### src/rtl/snand_pkg.sv
package snand_pkg;
  localparam logic [7:0] OP_GET_A = 8'h0F;
  localparam logic [7:0] OP_GET_B = 8'h05;
  localparam logic [7:0] OP_SET   = 8'h01;
  localparam logic [7:0] OP_ID    = 8'h9F;
  localparam logic [7:0] OP_RST   = 8'hFF;

  localparam logic [7:0] FA_PROT  = 8'hA0;
  localparam logic [7:0] FA_CONF  = 8'hB0;
  localparam logic [7:0] FA_STAT  = 8'hC0;

  localparam int PROT_W = 5;

  typedef struct packed {
    logic [1:0] ecc;
    logic       pfail;
    logic       efail;
    logic       busy;
  } stat_t;

  typedef struct packed {
    logic ecc_en;
    logic buf_mode;
  } conf_t;

  function automatic logic [7:0] pack_status(stat_t s);
    return {2'b00, s.ecc, s.pfail, s.efail, 1'b0, s.busy};
  endfunction

  function automatic logic is_get(logic [7:0] cmd);
    return (cmd == OP_GET_A) || (cmd == OP_GET_B);
  endfunction

  function automatic logic [7:0] feat_value(logic [7:0] addr, logic [PROT_W-1:0] prot,
                                            conf_t conf, stat_t st);
    case (addr)
      FA_PROT: return {1'b0, prot, 2'b00};
      FA_CONF: return {3'b000, conf.ecc_en, conf.buf_mode, 3'b000};
      FA_STAT: return pack_status(st);
      default: return 8'h00;
    endcase
  endfunction

  function automatic logic [7:0] reply_byte(logic [7:0] cmd, logic [2:0] k,
                                            logic [7:0] feat, logic [23:0] id);
    if (cmd == OP_ID) begin
      case (k)
        3'd1:    return id[23:16];
        3'd2:    return id[15:8];
        3'd3:    return id[7:0];
        default: return 8'h00;
      endcase
    end
    if (is_get(cmd) && (k >= 3'd2)) return feat;
    return 8'h00;
  endfunction
endpackage

### src/rtl/snand_spi_port.sv
module snand_spi_port #(
  parameter int IDX_W = 3
) (
  input  logic             clk,
  input  logic             rst_n,
  input  logic             sck,
  input  logic             cs_n,
  input  logic             mosi,
  input  logic [7:0]       reply,
  output logic             miso,
  output logic             active,
  output logic             rx_vld,
  output logic [7:0]       rx_byte,
  output logic [IDX_W-1:0] rx_num,
  output logic [IDX_W-1:0] cur_idx
);
  localparam logic [IDX_W-1:0] IDX_MAX = {IDX_W{1'b1}};

  logic [2:0]       sck_p;
  logic [1:0]       cs_p;
  logic [1:0]       mosi_p;
  logic             rise, fall, mosi_s;
  logic [2:0]       bit_cnt;
  logic [6:0]       rx_sr;
  logic [7:0]       tx_sr;
  logic             fresh;
  logic [IDX_W-1:0] byte_idx;

  always_ff @(posedge clk or negedge rst_n) begin
    if (!rst_n) begin
      sck_p  <= '0;
      cs_p   <= '1;
      mosi_p <= '0;
    end else begin
      sck_p  <= {sck_p[1:0], sck};
      cs_p   <= {cs_p[0], cs_n};
      mosi_p <= {mosi_p[0], mosi};
    end
  end

  assign active  = ~cs_p[1];
  assign mosi_s  = mosi_p[1];
  assign rise    = sck_p[1] & ~sck_p[2];
  assign fall    = ~sck_p[1] & sck_p[2];
  assign cur_idx = byte_idx;

  always_ff @(posedge clk or negedge rst_n) begin
    if (!rst_n) begin
      bit_cnt  <= '0;
      rx_sr    <= '0;
      tx_sr    <= '0;
      fresh    <= 1'b0;
      byte_idx <= '0;
      miso     <= 1'b0;
      rx_vld   <= 1'b0;
      rx_byte  <= '0;
      rx_num   <= '0;
    end else begin
      rx_vld <= 1'b0;
      if (!active) begin
        bit_cnt  <= '0;
        tx_sr    <= '0;
        fresh    <= 1'b0;
        byte_idx <= '0;
        miso     <= 1'b0;
      end else if (rise) begin
        rx_sr   <= {rx_sr[5:0], mosi_s};
        bit_cnt <= bit_cnt + 3'd1;
        if (bit_cnt == 3'd7) begin
          rx_vld  <= 1'b1;
          rx_byte <= {rx_sr, mosi_s};
          rx_num  <= byte_idx;
          fresh   <= 1'b1;
          if (byte_idx != IDX_MAX) byte_idx <= byte_idx + 1'b1;
        end
      end else if (fall) begin
        if (fresh) begin
          miso  <= reply[7];
          tx_sr <= {reply[6:0], 1'b0};
          fresh <= 1'b0;
        end else begin
          miso  <= tx_sr[7];
          tx_sr <= {tx_sr[6:0], 1'b0};
        end
      end
    end
  end
endmodule

### src/rtl/snand_feat_regs.sv
module snand_feat_regs
  import snand_pkg::*;
(
  input  logic              clk,
  input  logic              rst_n,
  input  logic              rst_evt,
  input  logic              wr_evt,
  input  logic [7:0]        wr_addr,
  input  logic [7:0]        wr_data,
  output logic [PROT_W-1:0] prot,
  output conf_t             conf
);
  localparam logic [PROT_W-1:0] PROT_RST = '1;
  localparam conf_t             CONF_RST = '{ecc_en: 1'b1, buf_mode: 1'b1};

  always_ff @(posedge clk or negedge rst_n) begin
    if (!rst_n) begin
      prot <= PROT_RST;
      conf <= CONF_RST;
    end else if (rst_evt) begin
      prot <= PROT_RST;
      conf <= CONF_RST;
    end else if (wr_evt) begin
      if (wr_addr == FA_PROT) prot <= wr_data[6:2];
      if (wr_addr == FA_CONF) conf <= '{ecc_en: wr_data[4], buf_mode: wr_data[3]};
    end
  end
endmodule

### src/rtl/snand_status.sv
module snand_status
  import snand_pkg::*;
#(
  parameter int LEN_W    = 16,
  parameter int RST_BUSY = 100
) (
  input  logic             clk,
  input  logic             rst_n,
  input  logic             rst_evt,
  input  logic             go,
  input  logic [LEN_W-1:0] len,
  input  logic             pf_in,
  input  logic             ef_in,
  input  logic             ecc_wr,
  input  logic [1:0]       ecc_in,
  output stat_t            st,
  output logic             done
);
  localparam int RST_LEN = (RST_BUSY < 1) ? 1 : RST_BUSY;

  logic [LEN_W-1:0] cnt;
  logic             pend_p, pend_e;

  function automatic logic [LEN_W-1:0] load_len(logic [LEN_W-1:0] l);
    return (l == '0) ? LEN_W'(1) : l;
  endfunction

  assign done = st.busy && (cnt == LEN_W'(1)) && !go && !rst_evt;

  always_ff @(posedge clk or negedge rst_n) begin
    if (!rst_n) begin
      st.busy  <= 1'b0;
      st.pfail <= 1'b0;
      st.efail <= 1'b0;
      cnt      <= '0;
      pend_p   <= 1'b0;
      pend_e   <= 1'b0;
    end else if (rst_evt) begin
      st.busy  <= 1'b1;
      st.pfail <= 1'b0;
      st.efail <= 1'b0;
      cnt      <= LEN_W'(RST_LEN);
      pend_p   <= 1'b0;
      pend_e   <= 1'b0;
    end else if (go) begin
      st.busy  <= 1'b1;
      st.pfail <= 1'b0;
      st.efail <= 1'b0;
      cnt      <= load_len(len);
      pend_p   <= pf_in;
      pend_e   <= ef_in;
    end else if (done) begin
      st.busy  <= 1'b0;
      st.pfail <= pend_p;
      st.efail <= pend_e;
      cnt      <= '0;
    end else if (st.busy) begin
      cnt <= cnt - 1'b1;
    end
  end

  always_ff @(posedge clk or negedge rst_n) begin
    if (!rst_n)       st.ecc <= 2'b00;
    else if (rst_evt) st.ecc <= 2'b00;
    else if (ecc_wr)  st.ecc <= ecc_in;
  end
endmodule

### src/rtl/snand_feature_resp.sv
module snand_feature_resp
  import snand_pkg::*;
#(
  parameter int          LEN_W    = 16,
  parameter int          RST_BUSY = 100,
  parameter int          IDX_W    = 3,
  parameter logic [23:0] DEV_ID   = 24'hEFAA21
) (
  input  logic             clk,
  input  logic             rst_n,
  input  logic             spi_sck,
  input  logic             spi_cs_n,
  input  logic             spi_mosi,
  output logic             spi_miso,
  input  logic             sb_op_go,
  input  logic [LEN_W-1:0] sb_op_len,
  input  logic             sb_op_pfail,
  input  logic             sb_op_efail,
  input  logic             sb_ecc_wr,
  input  logic [1:0]       sb_ecc_val
);
  logic             port_active, rx_vld;
  logic [7:0]       rx_byte, reply, feat;
  logic [IDX_W-1:0] rx_num, cur_idx;
  logic [7:0]       cmd_q, addr_q;
  logic             rst_evt, wr_evt, op_done;
  logic [PROT_W-1:0] prot;
  conf_t            conf;
  stat_t            st;

  assign rst_evt = rx_vld && (rx_num == '0) && (rx_byte == OP_RST);
  assign wr_evt  = rx_vld && (rx_num == IDX_W'(2)) && (cmd_q == OP_SET);

  always_ff @(posedge clk or negedge rst_n) begin
    if (!rst_n) begin
      cmd_q  <= '0;
      addr_q <= '0;
    end else if (rx_vld) begin
      if (rx_num == '0)        cmd_q  <= rx_byte;
      if (rx_num == IDX_W'(1)) addr_q <= rx_byte;
    end
  end

  assign feat  = feat_value(addr_q, prot, conf, st);
  assign reply = reply_byte(cmd_q, (cur_idx > IDX_W'(7)) ? 3'd7 : 3'(cur_idx), feat, DEV_ID);

  snand_spi_port #(.IDX_W(IDX_W)) u_port (
    .clk(clk), .rst_n(rst_n), .sck(spi_sck), .cs_n(spi_cs_n), .mosi(spi_mosi),
    .reply(reply), .miso(spi_miso), .active(port_active), .rx_vld(rx_vld),
    .rx_byte(rx_byte), .rx_num(rx_num), .cur_idx(cur_idx)
  );

  snand_feat_regs u_regs (
    .clk(clk), .rst_n(rst_n), .rst_evt(rst_evt), .wr_evt(wr_evt),
    .wr_addr(addr_q), .wr_data(rx_byte), .prot(prot), .conf(conf)
  );

  snand_status #(.LEN_W(LEN_W), .RST_BUSY(RST_BUSY)) u_stat (
    .clk(clk), .rst_n(rst_n), .rst_evt(rst_evt), .go(sb_op_go), .len(sb_op_len),
    .pf_in(sb_op_pfail), .ef_in(sb_op_efail), .ecc_wr(sb_ecc_wr), .ecc_in(sb_ecc_val),
    .st(st), .done(op_done)
  );
endmodule

### config.mk
export PLATFORM = sky130hd
export DESIGN_NAME = snand_feature_resp
export DESIGN_NICKNAME = d
export VERILOG_FILES = /design/src/rtl/snand_pkg.sv /design/src/rtl/snand_spi_port.sv /design/src/rtl/snand_feat_regs.sv /design/src/rtl/snand_status.sv /design/src/rtl/snand_feature_resp.sv
export SDC_FILE = /design/constraint.sdc
export NUM_CORES = 1
export LEC_CHECK = 0
export BUFFER_PORTS_ARGS = -buffer_cell sky130_fd_sc_hd__buf_2
export CAP_MARGIN = 20
export CORE_MARGIN = 1.5
export CORE_UTILIZATION = 30
export DETAILED_ROUTE_END_ITERATION = 12
export GPL_TIMING_DRIVEN = 0
export PLACE_DENSITY_LB_ADDON = 0.15
export SETUP_SLACK_MARGIN = 0.05
export SKIP_CTS_REPAIR_TIMING = 1
export SLEW_MARGIN = 0
export SYNTH_ARGS = -nofsm -noshare
export SYNTH_HDL_FRONTEND = slang
export SYNTH_SLANG_ARGS = --single-unit
### constraint.sdc
create_clock -name clk -period 3 [get_ports clk]
set_input_delay 0.75 -clock clk [delete_from_list [all_inputs] [get_ports clk]]
set_output_delay 0.75 -clock clk [all_outputs]
set_load 0.02 [all_outputs]
# After elaboration in Yosys (flattened, before gate mapping)
# Cells that the tools add are included.
word_totals:
  elab_cells: 137
  inputBits: 27
  regBits: 88
op_classes:
  muxes: 51
  n_eq_ne: 18
  n_lt_le_gt_ge: 2
  add_sub_neg: 3
  bitwise_logic: 5
  reduce_logical: 34
ops:
  columns: ["op", "n"]
  rows:
  - ["$mux W16", 5]
  - ["$mux W8", 8]
  - ["$eq A8 B8 Y1 const B", 5]
  - ["$mux W3", 10]
  - ["$pmux W8 S3", 1]
  - ["$pmux W7 S3", 1]
  - ["$mux W1", 18]
  - ["$reduce_bool A2 Y1", 9]
  - ["$eq A16 B1 Y1 const B", 1]
  - ["$logic_not A16 Y1", 1]
  - ["$sub A16 B1 Y16 const B", 1]
  - ["$mux W5", 3]
  - ["$reduce_and A2 Y1", 7]
  - ["$mux W2", 5]
  - ["$eq A3 B2 Y1 const B", 3]
  - ["$eq A8 B1 Y1 const B", 1]
  - ["$eq A8 B3 Y1 const B", 1]
  - ["$eq A8 B4 Y1 const B", 1]
  - ["$logic_and A1 B1 Y1", 8]
  - ["$add A3 B1 Y3 const B", 2]
  - ["$eq A3 B1 Y1 const B", 2]
  - ["$reduce_and A3 Y1", 2]
  - ["$reduce_bool A3 Y1", 2]
  - ["$reduce_bool A4 Y1", 1]
  - ["other kinds (11)", 15]

# Depth between registers and ports, before layout
# Gate-level depths: netlist of the first run.
logic_depth:
  ltp_word: 12
  ltp_mapped: 9

# By module
# Synthesis of the first run repeated with hierarchy kept, for this count alone.
unflattened:
  hier_cells: 393
  hier_area_um2: 4490.6
by_module_without_submodules:
  columns: ["mod", "instances", "seq_area_each_um2", "cells_each", "area_each_um2"]
  rows:
  - ["snand_spi_port", 1, 1028.5, 103, 1641.6]
  - ["snand_status", 1, 575.6, 179, 1592.8]
  - ["snand_feature_resp", 1, 400.4, 79, 905.9]
  - ["snand_feat_regs", 1, 183.9, 32, 350.3]

# Least setup slack after synthesis of the first run
# No wires, ideal clock.
synth_timing:
  kind: "register to register"
  from: "register u_port.rx_num[2]"
  to: "register u_regs.prot[0]"
  setup_ps: 82
  stages_incl_launch_ff: 8
  arrival_ps: 1827
  path_slack_ps: 1090
  path_cell_list: "dfrtp_1 -> nand2b_4 -> or3_1 -> buf_6 -> or3_1 -> buf_6 -> nand2_4 -> mux2_4"
synth_via:
  elab_chain_len: 5
  elab_cells_between_ends: 10
  cone_classes: "1 x eq/ne; 1 x mux; 8 x reduce/logical"
synth_lines:
  columns: ["element", "line_no", "source"]
  rows:
  - ["start, declared", "snand_spi_port.sv:14", "output logic [IDX_W-1:0] rx_num,"]
  - ["start signal, assigned", "snand_spi_port.sv:72", "rx_num <= byte_idx;"]
  - ["$eq A3 B2 Y1 or $logic_not A3 Y1 (tied branches)", "snand_feature_resp.sv:32, snand_feature_resp.sv:31", null]
  - ["$logic_and A1 B1 Y1 (on tied branches) (2 in a row)", "snand_feature_resp.sv:32, snand_feature_resp.sv:31", null]
  - ["$reduce_bool A2 Y1 (no source line)", null, null]
  - ["$reduce_and A2 Y1 (no source line)", null, null]
  - ["end signal, assigned", "snand_feat_regs.sv:24", "if (wr_addr == FA_PROT) prot <= wr_data[6:2];"]
  - ["end, declared", "snand_feat_regs.sv:10", "output logic [PROT_W-1:0] prot,"]
# Parallel ways exist; a longest one is shown, timed or not.
# A chain may end at the register's enable or synchronous reset.

# Worst setup path in the final report of the first run
layout_timing:
  from: "register u_stat.cnt[0]"
  to: "register u_stat.cnt[14]"
layout_via:
  elab_chain_len: 7
  elab_cells_between_ends: 10
  cone_classes: "1 x add/sub; 1 x eq/ne; 4 x mux; 4 x reduce/logical"
layout_lines:
  columns: ["element", "line_no", "source"]
  rows:
  - ["start, declared", "snand_status.sv:21", "logic [LEN_W-1:0] cnt;"]
  - ["start signal, assigned", "snand_status.sv:42", "cnt <= LEN_W'(RST_LEN);"]
  - ["start signal, assigned", "snand_status.sv:49", "cnt <= load_len(len);"]
  - ["start signal, assigned", "snand_status.sv:58", "cnt <= cnt - 1'b1;"]
  - ["branches (longest 7 deep; another with $sub A16 B1 Y16)", null, null]
# Parallel ways; which one is timed is not known. The select of a mux whose other input is x is not followed.

==> results of run 1 <==
flip-flops by register name (all words and copies together), names as in the netlist, 3 cells and up:
signal	flops
u_port.rx_num	3
addr_q	8
u_port.rx_sr	7
u_stat.st	5
u_port.rx_byte	8
u_stat.cnt	16
u_port.bit_cnt	3
u_regs.prot	5
cmd_q	8
u_port.cur_idx	3
u_port.tx_sr	7
u_port.sck_p	3
layer usage:
metal	global-route usage (%)	up-vias
met1	19.4	1602
met2	23.7	70
met3	4.12	20
li1	-	1559
met5	0	-
met4	5.26	0
stage by stage:
| step | power (mW) | utilization [%] | std cells | setup WS (ns) | area, um2 |
|---|---|---|---|---|---|
| 3_5_place_dp | 1.57 | 33.2 | 621 | 0.840 | 4790 |
| 6_report | 2.73 | 35.4 | 637 | 0.801 | 5100 |
| 5_1_grt | 2.86 | 35.4 | 637 | 0.613 | 5100 |
| 4_1_cts | 2.78 | 35.4 | 637 | 0.779 | 5100 |
| 2_1_floorplan | 1.47 | - | 409 | 1.09 | 4390 |
| 3_3_place_gp | 1.56 | 33.0 | 620 | 0.296 | 4760 |
worst max-delay path: stages, from the launching register on:
cell and delay [ns]:
dfrtp_1 0.45, inv_1 0.08, ha_1 0.17, nor3b_2 0.44
nand3_1 0.20, nor4_2 0.23, xnor2_1 0.10, o41ai_1 0.39
layout make-up:
class / instances / share of cell area [%]
Buffer: 20 / 2.13
Clock buffer: 10 / 4.69
Clock inverter: 6 / 1.42
Inverter: 10 / 0.736
Multi-Input combinational cell: 292 / 40.4
Sequential cell: 87 / 42.9
Tap cell: 184 / 4.51
Timing Repair Buffer: 28 / 3.24
final timing paths:
| check | slack, ns | startpoint | to | cells after the start |
|---|---|---|---|---|
| worst max-delay path | 0.80 | u_stat.cnt[0] | u_stat.cnt[14] | 7 |
| worst min-delay path | 0.28 | rst_n | u_stat.cnt[8] | 1 |
| worst max register to register | 0.80 | u_stat.cnt[0] | u_stat.cnt[14] | 7 |
| worst min register to register | 0.35 | u_port.sck_p[0] | u_port.sck_p[1] | 0 |
| max in group asynchronous | 2.03 | rst_n | u_regs.prot[4] | 2 |
| min in group clk | 0.35 | u_port.sck_p[0] | u_port.sck_p[1] | 0 |
logic make-up after synthesis:
group           synth area share (%)
fa+ha+maj                       2.85
simple gates                    20.9
xor+xnor                        2.39
mux                             10.9
buf+inv                         3.33
compound gates                  9.80
flops                           49.8
cells in the final DEF, fill, tap and decap left out, types with 6 or more instances in the layout:
| master | synthesis | final |
|---|---|---|
| ha_1 | 10 | 10 |
| o21ai_0 | 13 | 13 |
| clkbuf_16 | 0 | 9 |
| nor4_1 | 8 | 8 |
| buf_2 | 9 | 35 |
| nor3b_1 | 10 | 10 |
| nor2b_1 | 6 | 6 |
| xnor2_1 | 10 | 10 |
| inv_1 | 9 | 9 |
| nand3_1 | 13 | 13 |
| a21oi_1 | 13 | 13 |
| dfstp_2 | 9 | 9 |
| nor2_1 | 37 | 37 |
| nor3_1 | 12 | 12 |
| clkbuf_1 | 8 | 8 |
| mux2i_1 | 12 | 12 |
| o31ai_1 | 10 | 10 |
| nand4_1 | 8 | 8 |
| nand2_1 | 41 | 41 |
| mux2_2 | 28 | 28 |
| dfrtp_1 | 78 | 78 |
power by group:
| part | total [mW] | switching (mW) | internal (mW) |
|---|---|---|---|
| clock | 1.18 | 0.500 | 0.682 |
| sequential | 1.32 | 0.0731 | 1.25 |
| combinational | 0.224 | 0.115 | 0.109 |
==> impl_results.md, run 1 <==
- Via count: 3251
- DRT Wirelength: 10500 um
- Top cell type by total area after synthesis: dfrtp_1
- M1 WL: 4850 um
- #FFs+latches synth: 87
- GRT Util Overall: 14.9%
- Commonest register cell after synthesis: dfrtp_1
- Routed Antenna Nets: 0
- Syn_nets: 446
- MaxCap Viol Count: 0
- WS Path Type: reg -> reg
- Synth Warn #: 0
- Hold WS: 0.281 ns
- Vias in the first global route: 3220
- Final Skew: 0.00866 ns
- Initial core utilization: 30.5%
- Fmax: 455 MHz
- Mapped cell area: 4390 um2
- DRC viols: 0
- Root Driver: clkbuf_16
- Area of the multi-input gates: 2060 um2
- First-pass GRT wire length: 17200 um
- Nets: 485
- Area delta synth->final: 16.1%
- Drt pass-1 iters: 4
- Register area share after synthesis: 49.8%
- Clock sinks: 87
- Largest net degree at the start of global routing: 70
- Final Hold Fails: 0
- Critical Path Sink Type: flip-flop
- H-Tree Depth: 3
- Top post-synthesis cells by area: dfrtp_1, mux2_2, dfstp_2
- Detailed-route wire length per cell: 16.5 um
- Setup tns final: 0 ns
- Die footprint: 15400 um2
- Worst Path Max Fanout: 6
- Post-synthesis cell type count: 57
- Sequential Area: 2190 um2
- DIE WIDTH: 124 um
- Core area: 14400 um2
- Crit start category: flip-flop
- Site row count: 44
- Min Clock Period, post-route: 2.20 ns
- Antenna violations before repair: 0
- Required time of the critical path: 3.22 ns
- Period Utilization, post-route: 73.3%
- # IOs: 28
- Unrepaired setup endpoints after global routing: no
- Initial DRC count: 242
- Peak supply drop: 0.000354 V
- Final Max Slew Viols: 0
- CTS tree: yes
- Share of layout cells above drive strength 1: 24.5%
- Slew margin rel.: 40.1%
- Final Wtd Congestion: 0.802
- Post-DR vias/cell: 5.10
- # setup viols final: 0
- Top cell type's share of synthesized area: 44.4%
- Status: finished clean
- Layout fillers: 1467
- Slew @ Worst Pin: 0.892 ns
- IO buf count: 27
- Met3 WL post-DR: 438 um
- Reg clk slew, reported paths: 0.07 ns
- Post-synth EDFFs: 0
- Top sig layer: met4
- Leakage power: 2.21 nW
- Worst skew pair latency: 0.35 ns
- Clock buffer depth: 2
- PD cells: 535 nW/um2
- Ant diodes: 0
- Dpl hpwl: 7480 um
- Ys async rst share: 100%
- Syn_area_per_cell: 10.7 um2
- Hold Crit Class: in -> async
- Most frequent cell after synthesis: dfrtp_1
- CTS Buf Count: 9
- Die Y: 124 um
- CP Data Arrival Time: 2.42 ns
- Global route overflow: 0
- Commonest cells post-synth: dfrtp_1, nand2_1, nor2_1
- Syn Inst Count: 409
- Met2 WL: 4990 um
(Power assumes the default switching activity.)
==> run 2: changes to the inputs <==
- clock period: 3 -> 2.01 ns (I/O delays scaled with it)
==> run 2 against run 1 <==
Against the previous run: total power is 52% higher; clock skew fell by 0.00080 ns; via count rose by 3.4%; core utilization increased by 2.8 points; cell count is 3.1% higher; critical path type unchanged; largest power group unchanged.
==> impl_results.md, run 2 (synthesis results as in run 1) <==
- Peak supply drop: 0.000525 V (+48%)
- Min Clock Period, post-route: 1.96 ns (-0.239 ns)
- # IOs: 28 (unchanged)
- Top reg by flops: u_stat.cnt
- CTS tree: yes
- Most used cell, CP: buf_4
- CP max-delay cell: dfrtp_1
- Period Utilization, post-route: 97.5% (+24 points)
- Crit start category: flip-flop
- Post-DR vias/cell: 5.11 (+0.21%)
- Commonest non-fill, non-tap cells in the layout: dfrtp_1, nand2_1, nor2_1, buf_2, mux2_2
- Required time of the critical path: 2.29 ns (-0.93 ns)
- PD cells: 753 nW/um2 (+41%)
- Final Max Slew Viols: 0 (unchanged)
- Site row count: 44 (unchanged)
- Reg clk slew, reported paths: 0.07 ns (about the same)
- Post-DP Area: 4790 um2 (unchanged)
- Drt pass-1 iters: 5 (+1)
- WP buf/inv: 3 (+2)
- Status: finished clean
- Share of layout cells above drive strength 1: 33.0% (+8.5 points)
- Vias in the first global route: 3220 (unchanged)
- Clock sinks: 87 (unchanged)
- CTS Buf Count: 9 (unchanged)
- # setup viols final: 0 (unchanged)
- Dpl hpwl: 7480 um (unchanged)
- Area delta synth->final: 25.1%
- Layout fillers: 1454 (-0.89%)
- Critical Path Sink Type: flip-flop
- Placed cell count: 621 (unchanged)
- Unrepaired setup endpoints after global routing: yes
- Slew @ Worst Pin: 0.908 ns (+0.0153 ns)
- Non-Filler Instances: 657 (+3.1%)
- Core area: 14400 um2 (unchanged)
- Nets: 505 (+4.1%)
- GRT Util Overall: 14.9% (unchanged)
- Routed Antenna Nets: 0 (unchanged)
- Final Skew: 0.00786 ns (-0.000802 ns)
- Global route overflow: 0 (unchanged)
- WS Path Type: reg -> reg
- Clock buffer depth: 2 (unchanged)
- Root Driver: clkbuf_16
- Fmax: 510 MHz (+12%)
- Slew margin rel.: 39.0% (-1.0 points)
- Initial core utilization: 30.5% (unchanged)
- Detailed-route wire length per cell: 16.6 um (+0.82%)
- Ant diodes: 0 (unchanged)
- First-pass GRT wire length: 17200 um (unchanged)
- Die footprint: 15400 um2 (unchanged)
- Leakage power: 2.40 nW (+8.4%)
- Via count: 3360 (+3.4%)
- MaxCap Viol Count: 0 (unchanged)
- Hold Crit Class: in -> async
- DRT Wirelength: 10900 um (+4.0%)
- CP cell instances: nand2b_4, or3_4, buf_6, buf_4, nor3_2, buf_4, nor2_1, a21oi_1
- CP Data Arrival Time: 2.24 ns (-0.18 ns)
- H-Tree Depth: 3 (unchanged)
- Post-Layout Inst Area: 5500 um2 (+7.8%)
- IO buf count: 27 (unchanged)
- Largest net degree at the start of global routing: 70 (unchanged)
- Worst path max stage delay: 0.39 ns (-0.06 ns)
- Worst Path Max Fanout: 10 (+4)
- Largest register FFs: 16 (unchanged)
- DIE WIDTH: 124 um (unchanged)
- Die Y: 124 um (unchanged)
- Final Hold Fails: 0 (unchanged)
- Most common cell after layout, fill and taps aside: dfrtp_1
- DRC viols: 0 (unchanged)
- Final Wtd Congestion: 0.802 (unchanged)
- Largest delay share family, worst path: simple AND/OR/NAND/NOR gates
- Antenna violations before repair: 0 (unchanged)
- Initial DRC count: 283 (+17%)
- Worst skew pair latency: 0.35 ns (about the same)
run 2: layout make-up:
type	instances	area, um2	area share, %
clock inverter	6	72.6	1.32
tap	184	230	4.19
multi-input combinational	292	2240	40.8
timing repair buffer	49	340	6.19
inverter	10	37.5	0.683
clock buffer	10	239	4.35
sequential	87	2190	39.8
buffer	19	144	2.62
run 2: worst paths after layout:
kind                       depth (start not counted)              from               to  slack, ns
max                                                8  u_port.rx_num[2]   u_regs.prot[1]       0.05
min                                                1             rst_n    u_stat.cnt[8]       0.03
max reg2reg                                        8  u_port.rx_num[2]   u_regs.prot[1]       0.05
min reg2reg                                        0   u_port.sck_p[0]  u_port.sck_p[1]       0.35
max in group asynchronous                          2             rst_n   u_regs.conf[1]       1.29
min in group clk                                   1           spi_sck  u_port.sck_p[0]       0.25
run 2: routing by layer:
layer  track usage [%]  share of wire, %
met4              5.26               1.9
met1              19.4                46
met2              23.7                48
met3              4.12               4.3
met5                 0                 0
run 2: where the power goes:
part	switching [mW]	total, mW	internal (mW)	leakage (nW)
Combinational	0.186	0.385	0.199	1.13
Sequential	0.119	1.99	1.87	1.11
Clock	0.748	1.77	1.02	0.156
run 2: per-stage QoR:
| stage | hold WS (ns) | TNS, ns | utilization, % | power [mW] | setup slack [ns] |
|---|---|---|---|---|---|
| 6_report | 0.0343 | 0 | 38.1 | 4.14 | 0.0496 |
| 3_5_place_dp | 0.335 | -1.90 | 33.2 | 2.35 | -0.150 |
| 5_1_grt | 0.0471 | -0.139 | 38.1 | 4.34 | -0.0487 |
| 4_1_cts | 0.0380 | -2.55 | 35.4 | 4.15 | -0.211 |
| 2_1_floorplan | 0.207 | 0 | - | 2.19 | 0.100 |
| 3_3_place_gp | 0.333 | -36.39 | 33.0 | 2.33 | -0.447 |
run 2: worst reg2reg max path: cells and delay by family (launching register included):
| family | cells | cell delay [ns] |
|---|---|---|
| AND/OR/NAND/NOR | 4 | 0.83 |
| buffers and inverters | 3 | 0.52 |
| flip-flops | 1 | 0.39 |
| AO/OA/AOI/OAI | 1 | 0.15 |
